$ cat src/rtl/dlv_sram_pkg.sv
package dlv_sram_pkg;
  typedef enum logic [1:0] {
    ST_IDLE  = 2'd0,
    ST_SETUP = 2'd1,
    ST_STRB  = 2'd2,
    ST_HOLD  = 2'd3
  } acc_state_e;
endpackage

$ cat src/rtl/dlv_sram_seq.sv
module dlv_sram_seq
  import dlv_sram_pkg::*;
#(
  parameter int SETUP_CYC  = 1,
  parameter int STROBE_CYC = 8,
  parameter int HOLD_CYC   = 1
) (
  input  logic clk_i,
  input  logic rst_ni,
  input  logic start_i,
  input  logic split_i,
  output logic busy_o,
  output logic strobe_o,
  output logic capture_o,
  output logic phase_o,
  output logic split_o,
  output logic done_o
);
  localparam int MAX_CYC = (STROBE_CYC > SETUP_CYC) ?
                           ((STROBE_CYC > HOLD_CYC) ? STROBE_CYC : HOLD_CYC) :
                           ((SETUP_CYC > HOLD_CYC) ? SETUP_CYC : HOLD_CYC);
  localparam int CNT_W = (MAX_CYC < 2) ? 1 : $clog2(MAX_CYC);

  acc_state_e state_q;
  logic [CNT_W-1:0] cnt_q;
  logic phase_q, split_q, done_q;
  logic cnt_zero;

  assign cnt_zero = (cnt_q == '0);

  always_ff @(posedge clk_i or negedge rst_ni) begin
    if (!rst_ni) begin
      state_q <= ST_IDLE;
      cnt_q   <= '0;
      phase_q <= 1'b0;
      split_q <= 1'b0;
      done_q  <= 1'b0;
    end else begin
      done_q <= 1'b0;
      unique case (state_q)
        ST_IDLE: if (start_i) begin
          split_q <= split_i;
          phase_q <= 1'b0;
          state_q <= ST_SETUP;
          cnt_q   <= CNT_W'(SETUP_CYC - 1);
        end
        ST_SETUP: if (cnt_zero) begin
          state_q <= ST_STRB;
          cnt_q   <= CNT_W'(STROBE_CYC - 1);
        end else cnt_q <= cnt_q - 1'b1;
        ST_STRB: if (cnt_zero) begin
          state_q <= ST_HOLD;
          cnt_q   <= CNT_W'(HOLD_CYC - 1);
        end else cnt_q <= cnt_q - 1'b1;
        ST_HOLD: if (cnt_zero) begin
          if (split_q && !phase_q) begin
            phase_q <= 1'b1;
            state_q <= ST_SETUP;
            cnt_q   <= CNT_W'(SETUP_CYC - 1);
          end else begin
            state_q <= ST_IDLE;
            done_q  <= 1'b1;
          end
        end else cnt_q <= cnt_q - 1'b1;
        default: state_q <= ST_IDLE;
      endcase
    end
  end

  assign busy_o    = (state_q != ST_IDLE);
  assign strobe_o  = (state_q == ST_STRB);
  // strobe deasserts after this edge: capture coincides with strobe rise
  assign capture_o = strobe_o && cnt_zero;
  assign phase_o   = phase_q;
  assign split_o   = split_q;
  assign done_o    = done_q;

  // ack is a single-cycle pulse
  a_r2_ack_pulse: assert property (@(posedge clk_i) disable iff (!rst_ni)
    done_o |=> !done_o);
  // completion returns the sequencer to idle
  a_r2_done_idle: assert property (@(posedge clk_i) disable iff (!rst_ni)
    done_o |-> !busy_o);
  // second phase only follows a split first phase
  a_r9_phase_split: assert property (@(posedge clk_i) disable iff (!rst_ni)
    $rose(phase_o) |-> split_o);
endmodule

$ cat src/rtl/dlv_sram_addr.sv
module dlv_sram_addr #(
  parameter int ADDR_W = 18
) (
  input  logic              clk_i,
  input  logic              rst_ni,
  input  logic              load_i,
  input  logic [ADDR_W-1:0] addr_i,
  input  logic              full_cap_i,
  output logic [ADDR_W-2:0] sram_addr_o,
  output logic              a_top_o,
  output logic              a_top_n_o
);
  logic [ADDR_W-2:0] low_q;
  logic              top_q;

  always_ff @(posedge clk_i or negedge rst_ni) begin
    if (!rst_ni) begin
      low_q <= '0;
      top_q <= 1'b0;
    end else if (load_i) begin
      low_q <= addr_i[ADDR_W-2:0];
      top_q <= full_cap_i & addr_i[ADDR_W-1];  // half capacity pins bank 0
    end
  end

  assign sram_addr_o = low_q;
  assign a_top_o     = top_q;
  assign a_top_n_o   = ~top_q;
endmodule

$ cat src/rtl/dlv_sram_dpath.sv
module dlv_sram_dpath #(
  parameter int DATA_W = 8
) (
  input  logic              clk_i,
  input  logic              rst_ni,
  input  logic              load_i,
  input  logic              we_i,
  input  logic [DATA_W-1:0] wdata_i,
  input  logic              split_i,
  input  logic              phase_i,
  input  logic              capture_i,
  input  logic [DATA_W-1:0] dq_i,
  output logic              we_o,
  output logic [DATA_W-1:0] dq_o,
  output logic [DATA_W-1:0] rdata_o
);
  localparam int NIB_W  = DATA_W / 2;
  localparam int N_HALF = 2;

  logic              we_q;
  logic [DATA_W-1:0] wdata_q;
  logic [DATA_W-1:0] rdata_q;

  always_ff @(posedge clk_i or negedge rst_ni) begin
    if (!rst_ni) begin
      we_q    <= 1'b0;
      wdata_q <= '0;
    end else if (load_i) begin
      we_q    <= we_i;
      wdata_q <= wdata_i;
    end
  end

  for (genvar h = 0; h < N_HALF; h++) begin : g_half
    always_ff @(posedge clk_i or negedge rst_ni) begin
      if (!rst_ni) rdata_q[h*NIB_W +: NIB_W] <= '0;
      else if (capture_i && !we_q && (!split_i || (phase_i == h[0])))
        rdata_q[h*NIB_W +: NIB_W] <= split_i ? dq_i[NIB_W-1:0]
                                             : dq_i[h*NIB_W +: NIB_W];
    end
  end

  always_comb begin
    if (split_i) begin
      dq_o = '0;
      dq_o[NIB_W-1:0] = phase_i ? wdata_q[DATA_W-1:NIB_W] : wdata_q[NIB_W-1:0];
    end else begin
      dq_o = wdata_q;
    end
  end

  assign we_o    = we_q;
  assign rdata_o = rdata_q;
endmodule

$ cat src/rtl/dlv_sram_ctrl.sv
module dlv_sram_ctrl #(
  parameter int ADDR_W     = 18,
  parameter int DATA_W     = 8,
  parameter int SETUP_CYC  = 1,
  parameter int STROBE_CYC = 8,   // >= ceil(80 ns / clock period)
  parameter int HOLD_CYC   = 1
) (
  input  logic              clk_i,
  input  logic              rst_ni,
  input  logic              full_cap_i,
  input  logic              split_bus_i,
  input  logic              req_i,
  input  logic              we_i,
  input  logic [ADDR_W-1:0] addr_i,
  input  logic [DATA_W-1:0] wdata_i,
  output logic              ack_o,
  output logic [DATA_W-1:0] rdata_o,
  output logic [ADDR_W-2:0] sram_addr_o,
  output logic              sram_a17_o,
  output logic              sram_a17_n_o,
  output logic [1:0]        sram_ce_no,
  output logic              sram_oe_no,
  output logic              sram_we_no,
  output logic [DATA_W-1:0] sram_dq_o,
  output logic              sram_dq_oe_o,
  input  logic [DATA_W-1:0] sram_dq_i
);
  logic start, busy, strobe, capture, phase, split_q, done, we_q;

  assign start = req_i && !busy && !done;

  dlv_sram_seq #(
    .SETUP_CYC (SETUP_CYC),
    .STROBE_CYC(STROBE_CYC),
    .HOLD_CYC  (HOLD_CYC)
  ) u_seq (
    .clk_i    (clk_i),
    .rst_ni   (rst_ni),
    .start_i  (start),
    .split_i  (split_bus_i),
    .busy_o   (busy),
    .strobe_o (strobe),
    .capture_o(capture),
    .phase_o  (phase),
    .split_o  (split_q),
    .done_o   (done)
  );

  dlv_sram_addr #(.ADDR_W(ADDR_W)) u_addr (
    .clk_i      (clk_i),
    .rst_ni     (rst_ni),
    .load_i     (start),
    .addr_i     (addr_i),
    .full_cap_i (full_cap_i),
    .sram_addr_o(sram_addr_o),
    .a_top_o    (sram_a17_o),
    .a_top_n_o  (sram_a17_n_o)
  );

  dlv_sram_dpath #(.DATA_W(DATA_W)) u_dpath (
    .clk_i    (clk_i),
    .rst_ni   (rst_ni),
    .load_i   (start),
    .we_i     (we_i),
    .wdata_i  (wdata_i),
    .split_i  (split_q),
    .phase_i  (phase),
    .capture_i(capture),
    .dq_i     (sram_dq_i),
    .we_o     (we_q),
    .dq_o     (sram_dq_o),
    .rdata_o  (rdata_o)
  );

  always_comb begin
    if (!busy)        sram_ce_no = 2'b11;
    else if (split_q) sram_ce_no = phase ? 2'b01 : 2'b10;
    else              sram_ce_no = 2'b00;
  end

  assign sram_oe_no   = !(strobe && !we_q);
  assign sram_we_no   = !(strobe && we_q);
  assign sram_dq_oe_o = busy && we_q;
  assign ack_o        = done;

  // no strobe or drive outside an access
  a_r1_idle_quiet: assert property (@(posedge clk_i) disable iff (!rst_ni)
    (sram_ce_no == 2'b11) |-> (sram_oe_no && sram_we_no && !sram_dq_oe_o));
  // data already driven in the cycle before the write strobe falls
  a_r4_drive_before_fall: assert property (@(posedge clk_i) disable iff (!rst_ni)
    $fell(sram_we_no) |-> (sram_dq_oe_o && $past(sram_dq_oe_o)));
  // data still driven after the write strobe rises
  a_r4_drive_after_rise: assert property (@(posedge clk_i) disable iff (!rst_ni)
    $rose(sram_we_no) |-> sram_dq_oe_o);
  // read and write strobes never overlap
  a_r3_strobe_excl: assert property (@(posedge clk_i) disable iff (!rst_ni)
    sram_oe_no || sram_we_no);
  // address frozen while an access is running
  a_r10_addr_stable: assert property (@(posedge clk_i) disable iff (!rst_ni)
    (busy && $past(busy)) |-> ($stable(sram_addr_o) && $stable(sram_a17_o)));
  // exactly one nibble device enabled in split mode
  a_r9_one_nibble: assert property (@(posedge clk_i) disable iff (!rst_ni)
    (busy && split_q) |-> ($countones(sram_ce_no) == 1));
endmodule

$ cat config.mk
export PLATFORM = sky130hd
export DESIGN_NAME = dlv_sram_ctrl
export DESIGN_NICKNAME = d
export VERILOG_FILES = /design/src/rtl/dlv_sram_pkg.sv /design/src/rtl/dlv_sram_seq.sv /design/src/rtl/dlv_sram_addr.sv /design/src/rtl/dlv_sram_dpath.sv /design/src/rtl/dlv_sram_ctrl.sv
export SDC_FILE = /design/constraint.sdc
export NUM_CORES = 1
export LEC_CHECK = 0
export ABC_AREA = 1
export BUFFER_PORTS_ARGS = -buffer_cell sky130_fd_sc_hd__buf_2
export CAP_MARGIN = 15
export CORE_MARGIN = 3
export CORE_UTILIZATION = 40
export CTS_CLUSTER_DIAMETER = 30
export DETAILED_ROUTE_END_ITERATION = 10
export PLACE_DENSITY_LB_ADDON = 0.25
export SLEW_MARGIN = 15
export SYNTH_ARGS = -nofsm -noshare
export SYNTH_HDL_FRONTEND = slang
export SYNTH_SLANG_ARGS = --single-unit
$ cat constraint.sdc
create_clock -name clk_i -period 1.3 [get_ports clk_i]
set_input_delay 0.13 -clock clk_i [delete_from_list [all_inputs] [get_ports clk_i]]
set_output_delay 0.13 -clock clk_i [all_outputs]
set_load 0.005 [all_outputs]
[Yosys cells after proc, flatten, opt, wreduce, memory -nomap -nowiden]
Index checks and enable logic that the tools add are counted.
Operators by class
  add/subtract/negate cells: 1
  equal/unequal tests: 9
  multiplexer cells: 25
  bitwise operators: 3
  reduce and logical (&&, ||, !) cells: 27
Operators with widths (count)
  two-way mux 3 bit: 5
  two-way mux 2 bit: 7
  case mux 3 bit (4 select lines): 1
  logical AND 1 bit: 10
  two-way mux 4 bit: 2
  two-way mux 8 bit: 1
  inequality test 2 x 1 -> 1 bit, second input constant: 4
  case mux 2 bit (4 select lines): 1
  AND reduction 4 bit: 2
  zero test 1 bit: 7
  two-way mux 1 bit: 7
  == test 2 bit, second input constant: 2
  AND reduction 2 bit: 2
  nonzero test 2 bit: 2
  zero test 3 bit: 1
  inequality test 3 bit, second input constant: 1
  subtractor 3 x 1 -> 3 bit, second input constant: 1
  == test 2 x 1 -> 1 bit, second input constant: 1
  zero test 2 bit: 1
  logical OR 1 bit: 2
  inequality test 2 bit, second input constant: 1
  inverter 1 bit: 2
  case mux 1 bit (2 select lines): 1
  AND 1 bit: 1
Storage, ports and cells
  register bits: 43
  output and inout port bits: 41

[Depth between registers and ports, before layout]
  depth after elaboration: 6
  gate-level depth with buffers: 8
  depth with buffers taken out: 8

[Cells and area by module]
Synthesis repeated with hierarchy kept, for this count alone.
Unflattened totals
  cells, all modules: 271
  area total of the unflattened synthesis: 2148.3 um2
By module, submodules not included
  dlv_sram_dpath: times used 1, cells each 107, area each 847.1 um2, sequential area each 425.4 um2
  dlv_sram_addr: times used 1, cells each 77, area each 715.7 um2, sequential area each 450.4 um2
  dlv_sram_seq: times used 1, cells each 74, area each 534.3 um2, sequential area each 200.2 um2
  dlv_sram_ctrl: times used 1, cells each 13, area each 51.3 um2, sequential area each 0.0 um2

[Worst setup path after synthesis]
OpenSTA, ideal clock, no wires.
  path kind: register to register
  start: register u_seq.state_q[0]
  end: register u_dpath.rdata_q[4] (netlist: u_dpath.rdata_o[4])
  setup time: 0.117 ns
  data arrival time: 1.191 ns
  required time: 1.183 ns
  path slack: -0.008 ns
  stages on the path, launching flop included: 8
  path buffers: 0
  clock period less this slack: 1.308 ns
  cell sequence: dfrtp_1 > inv_1 > ha_1 > nand2_1 > nor2_8 > nand2_4 > nand2_1 > nand2_1
Between the ends
  longest elaborated chain between the ends: 4
Ends and longest elaborated chain
  start: declaration: RTL line dlv_sram_seq.sv:24  | acc_state_e state_q;
  start signal: assignment: RTL line dlv_sram_seq.sv:33  | state_q <= ST_IDLE;
  start signal: assignment: RTL line dlv_sram_seq.sv:44  | state_q <= ST_SETUP;
  start signal: assignment: RTL line dlv_sram_seq.sv:48  | state_q <= ST_STRB;
  == test 2 bit: RTL line dlv_sram_seq.sv:71  | assign strobe_o = (state_q == ST_STRB);
  logical AND 1 bit: RTL line dlv_sram_seq.sv:73  | assign capture_o = strobe_o && cnt_zero;
  logical AND 1 bit (2 in series): RTL line dlv_sram_dpath.sv:37  | else if (capture_i && !we_q && (!split_i || (phase_i == h[0])))
  end signal: indexed assignment: RTL line dlv_sram_dpath.sv:38  | rdata_q[h*NIB_W +: NIB_W] <= split_i ? dq_i[NIB_W-1:0]
  end: declaration: RTL line dlv_sram_dpath.sv:22  | logic [DATA_W-1:0] rdata_q;
Every way passes these cells.
A chain may end at the register's enable or synchronous reset.

[Worst setup path after layout]
  start: register u_seq.state_q[0]
  end: output sram_we_no
Between the ends
  longest elaborated chain between the ends: 3
Ends and longest elaborated chain
  == test 2 bit: RTL line dlv_sram_seq.sv:71
  logical AND 1 bit: RTL line dlv_sram_ctrl.sv:82  | assign sram_we_no = !(strobe && we_q);
  zero test 1 bit: RTL line dlv_sram_ctrl.sv:82
  end: declaration: RTL line dlv_sram_ctrl.sv:23  | output logic sram_we_no,
Every way passes these cells.

==> flow_results.xml <==
<?xml version="1.0" encoding="UTF-8"?>
<metrics>
  <group name="grt">
    <metric name="grt.overflow.total" unit="">0</metric>
    <metric name="grt_start_max_net_pins" unit="">44</metric>
    <metric name="grt.total_usage" unit="%">17.58</metric>
    <metric name="antenna_violations_before_repair" unit="">0</metric>
    <metric name="global_route_wire_length_before_repair" unit="mm">8.549</metric>
    <metric name="via_count_of_the_first_global_routing_pass" unit="">1894</metric>
  </group>
  <group name="placed_design">
    <metric name="dpl.hpwl" unit="mm">3.457</metric>
    <metric name="detailed_place.area" unit="um2">2547</metric>
    <metric name="port_buffers" unit="">80</metric>
    <metric name="pre_cts_ws" unit="ns">-0.1020</metric>
    <metric name="finalWeightedCongestion" unit="">0.8126</metric>
  </group>
  <group name="pwr">
    <metric name="power.static_leakage" unit="nW">1.748</metric>
    <metric name="power.density" unit="nW/um2">2434</metric>
    <metric name="ir_drop" unit="mV">0.9137</metric>
  </group>
  <group name="sta">
    <metric name="period_needed" unit="ns">1.404</metric>
    <metric name="tightest_slew" unit="ns">0.2342</metric>
    <metric name="maxSlewHeadroom" unit="%">84.39</metric>
    <metric name="finalSetupViolations" unit="">28</metric>
    <metric name="hold_viol" unit="">0</metric>
    <metric name="layout_worst_path_cycle_share" unit="%">108.0</metric>
    <metric name="finalSetupTns" unit="ns">-0.9354</metric>
    <metric name="setup_slack" unit="ns">-0.1044</metric>
    <metric name="max_freq" unit="MHz">712.1</metric>
    <metric name="grt_setup_unrepaired" unit="">true</metric>
    <metric name="final-max-slew-violation-count" unit="">0</metric>
    <metric name="fin_skew" unit="ns">0.01066</metric>
  </group>
  <group name="layout">
    <metric name="n_fill_cell" unit="">410</metric>
    <metric name="diode_insertion_count_for_antenna_repair" unit="">0</metric>
    <metric name="final_design_area_no_fill" unit="um2">3209</metric>
    <metric name="num-nets-final" unit="">405</metric>
    <metric name="final-seq-area" unit="um2">1080</metric>
    <metric name="syn_to_final_growth" unit="%">55.93</metric>
    <metric name="most_common_cell_after_layout_fill_and_taps_aside" unit="">sky130_fd_sc_hd__nand2_1</metric>
    <metric name="final_cell_mix" unit="">83 x sky130_fd_sc_hd__nand2_1, 78 x sky130_fd_sc_hd__buf_2, 40 x sky130_fd_sc_hd__nand2_2, 40 x sky130_fd_sc_hd__dfrtp_1, 14 x sky130_fd_sc_hd__buf_4</metric>
    <metric name="post_route_cells_drive_above_1_share" unit="%">55.52</metric>
    <metric name="multiInputGateArea" unit="um2">1066</metric>
  </group>
  <group name="clocking">
    <metric name="cts_bufs_inserted" unit="">5</metric>
    <metric name="buffer_depth_of_the_longest_clock_path" unit="">2</metric>
    <metric name="clock_tree.htree_level_count" unit="">2</metric>
    <metric name="worst_skew_pair.late_latency" unit="ns">0.30</metric>
    <metric name="ctsRootBufferMaster" unit="">sky130_fd_sc_hd__clkbuf_8</metric>
    <metric name="cts.sinks" unit="">43</metric>
    <metric name="tritoncts" unit="">built</metric>
    <metric name="clkSlewWorstSetupHoldPaths" unit="ns">0.09</metric>
  </group>
  <group name="logic_synthesis">
    <metric name="yosys-mux-area-fraction" unit="%">0</metric>
    <metric name="synthesis.instances" unit="">249</metric>
    <metric name="synthTopCellsByArea" unit="">sky130_fd_sc_hd__dfrtp_1 52%, sky130_fd_sc_hd__nand2_1 23%, sky130_fd_sc_hd__nand3_1 3.2%</metric>
    <metric name="post_synth.cell_area_avg" unit="um2">8.266</metric>
    <metric name="yosysTopAreaCell" unit="">sky130_fd_sc_hd__dfrtp_1</metric>
    <metric name="yosys_warnings" unit="">0</metric>
    <metric name="synth_xor_area_share" unit="%">0</metric>
    <metric name="synth-seq-area-share" unit="%">52.28</metric>
    <metric name="synth_compound_gate_area_share" unit="%">4.863</metric>
    <metric name="yosys_register_bits" unit="">43</metric>
    <metric name="synth_adder_area_share" unit="%">2.432</metric>
    <metric name="synth_top_family_by_area" unit="">simple AND/OR/NAND/NOR gates</metric>
    <metric name="synth_top_cell_area_share" unit="%">52.28</metric>
    <metric name="post_synth_instance_area" unit="um2">2058</metric>
    <metric name="yosys.cell_types.count" unit="">22</metric>
    <metric name="synth-simple-area-share" unit="%">33.07</metric>
    <metric name="synth_fp_nets" unit="">293</metric>
  </group>
  <group name="hold_path">
    <metric name="hold_path_depth" unit="">3</metric>
    <metric name="min_from" unit="">addr_i[2]</metric>
    <metric name="hold_class" unit="">primary input to flop</metric>
    <metric name="whs_endpoint" unit="">u_addr.sram_addr_o[2]</metric>
  </group>
  <group name="setup_path">
    <metric name="required_time_at_the_endpoint_of_the_critical_path" unit="ns">1.17</metric>
    <metric name="r2r_cells" unit="">9</metric>
    <metric name="critPathMaxFanout" unit="">3</metric>
    <metric name="r2r_setup_slack" unit="ns">-0.07</metric>
    <metric name="slowest_stage_delay_on_critical_path" unit="ns">0.40</metric>
    <metric name="critical_path.slowest_cell" unit="">sky130_fd_sc_hd__dfrtp_1</metric>
    <metric name="worst_setup_path_start_kind" unit="">flop</metric>
    <metric name="worst_setup_path_end_kind" unit="">output port</metric>
    <metric name="cp.arrival" unit="ns">1.27</metric>
    <metric name="criticalPathCategory" unit="">flop to output port</metric>
    <metric name="crit-reg2reg-capture" unit="">u_seq.cnt_q[0]</metric>
    <metric name="startpoint_of_the_worst_register_to_register_path" unit="">u_seq.state_q[1]</metric>
    <metric name="cp_cell_sequence" unit="">inv_2 &gt; ha_4 &gt; buf_6 &gt; nand2_2 &gt; buf_2</metric>
  </group>
  <group name="floorplanning">
    <metric name="core-area" unit="um2">4848</metric>
    <metric name="effective_utilization_at_floorplan" unit="%">42.45</metric>
    <metric name="io_pins" unit="">81</metric>
    <metric name="placement_rows" unit="">25</metric>
    <metric name="horizontal_die_dimension" unit="um">77.73</metric>
    <metric name="floorplan.die.height" unit="um">77.73</metric>
    <metric name="die-area" unit="um2">6042</metric>
  </group>
  <group name="outcome">
    <metric name="failed_checks" unit="">negative setup slack</metric>
    <metric name="status" unit="">complete, but fails checks</metric>
  </group>
  <group name="route">
    <metric name="via_per_inst" unit="">4.709</metric>
    <metric name="wirelength" unit="mm">5.801</metric>
    <metric name="via_count" unit="">2020</metric>
    <metric name="routed_wirelength_normalized_by_instance_count" unit="um">13.52</metric>
    <metric name="drt.antenna.violating_nets" unit="">0</metric>
    <metric name="drc" unit="">0</metric>
    <metric name="dr.first_iter.drc_count" unit="">73</metric>
    <metric name="drt-pass1-iter-count" unit="">4</metric>
  </group>
  <group name="flow_run">
    <metric name="maxcap_viol_count" unit="">0</metric>
  </group>
</metrics>
## cell type report
class                   count  area share (%)
repair inverters            6           3.002
well taps                  67           2.612
repair buffers            105           20.78
clock buffers               5           2.144
flip-flops and latches     43           33.65
clock inverters             3           1.365
multi-input cells         179           33.22
inverters                  21           3.236
## per-layer routing
layer	part of all wire (%)	GRT usage, %	vias up	routed length [um]
met5	0	0	-	0
met4	2.6	5.694	0	153
met3	4.8	5.104	15	279
met2	52	31.08	52	3033
met1	40	20.25	955	2335
li1	-	-	998	-
## flip-flops by register name, indices dropped and copies added (netlist names)
register / flops
u_addr.a_top_o: 1
u_dpath.rdata_o: 8
u_dpath.we_o: 1
u_seq.state_q: 2
u_seq.done_o: 1
u_addr.sram_addr_o: 17
u_seq.phase_o: 1
u_seq.split_o: 1
u_seq.cnt_q: 3
u_dpath.wdata_q: 8
## kinds of logic after synthesis
logic type | after synthesis
simple gates | 157
flops | 43
compound gates | 17
fa+ha+maj | 4
buf+inv | 28
## worst max-delay path, delay by kind of cell, from the launching register on
family,cells,cell delay [ns]
DFF,1,0.40
adders and majority gates,1,0.18
buffers and inverters,3,0.35
and+or+nand+nor,1,0.05
## through the flow
stage,utilization [%],total power [W],cells,hold slack [ns]
6_report,66.19,0.007810,429,0.01586
5_1_grt,66.19,0.008468,429,0.01192
4_1_cts,58.86,0.006930,413,0.009366
3_5_place_dp,52.54,0.005298,396,0.1240
3_3_place_gp,52.54,0.005219,396,0.1223
2_1_floorplan,-,0.004197,249,-0.1656
## cell usage after synthesis
cell,count
sky130_fd_sc_hd__nand2_1,124
sky130_fd_sc_hd__dfrtp_1,43
sky130_fd_sc_hd__inv_1,16
sky130_fd_sc_hd__nand3_1,13
sky130_fd_sc_hd__o21ai_0,10
sky130_fd_sc_hd__nor2_1,7
sky130_fd_sc_hd__buf_6,4
sky130_fd_sc_hd__ha_1,4
sky130_fd_sc_hd__o21ai_1,4
sky130_fd_sc_hd__buf_2,3
sky130_fd_sc_hd__inv_2,3
sky130_fd_sc_hd__nand2_2,3
sky130_fd_sc_hd__nand2_4,3
sky130_fd_sc_hd__nand4_1,3
sky130_fd_sc_hd__nor2_4,2
sky130_fd_sc_hd__a21oi_1,1
sky130_fd_sc_hd__a21oi_2,1
sky130_fd_sc_hd__a21oi_4,1
sky130_fd_sc_hd__clkinv_4,1
sky130_fd_sc_hd__inv_8,1
sky130_fd_sc_hd__nand3_2,1
sky130_fd_sc_hd__nor2_8,1
## power breakdown
group	switching, W	internal, W	leakage [nW]
registers	0.000386	0.00196	0.534
clock network	0.000483	0.000573	0.0581
logic	0.00242	0.00198	1.16
## timing repair
action                     4_1_cts  5_1_grt
setup endpoints to repair       54       55
hold endpoints to repair        43        0
hold buffers                     1        0
pin swaps                       11       13
gates resized for setup         34       79
buffers inserted                 7       10
cloned                           1        6
## worst max path at each step
stage / start / endpoint / slack (ns) / cells after the start
finish: u_seq.state_q[0] / sram_we_no / -0.10 / 5
global route: u_seq.state_q[1] / u_seq.cnt_q[0] / -0.15 / 9
CTS: u_seq.state_q[1] / sram_dq_oe_o / -0.07 / 4
detailed placement: u_seq.state_q[1] / u_addr.a_top_o / -0.10 / 6
global placement: u_seq.state_q[0] / u_seq.state_q[1] / -0.06 / 6
floorplan: u_seq.state_q[0] / u_dpath.wdata_q[5] / 0.01 / 7
(Power assumes the default switching activity.)
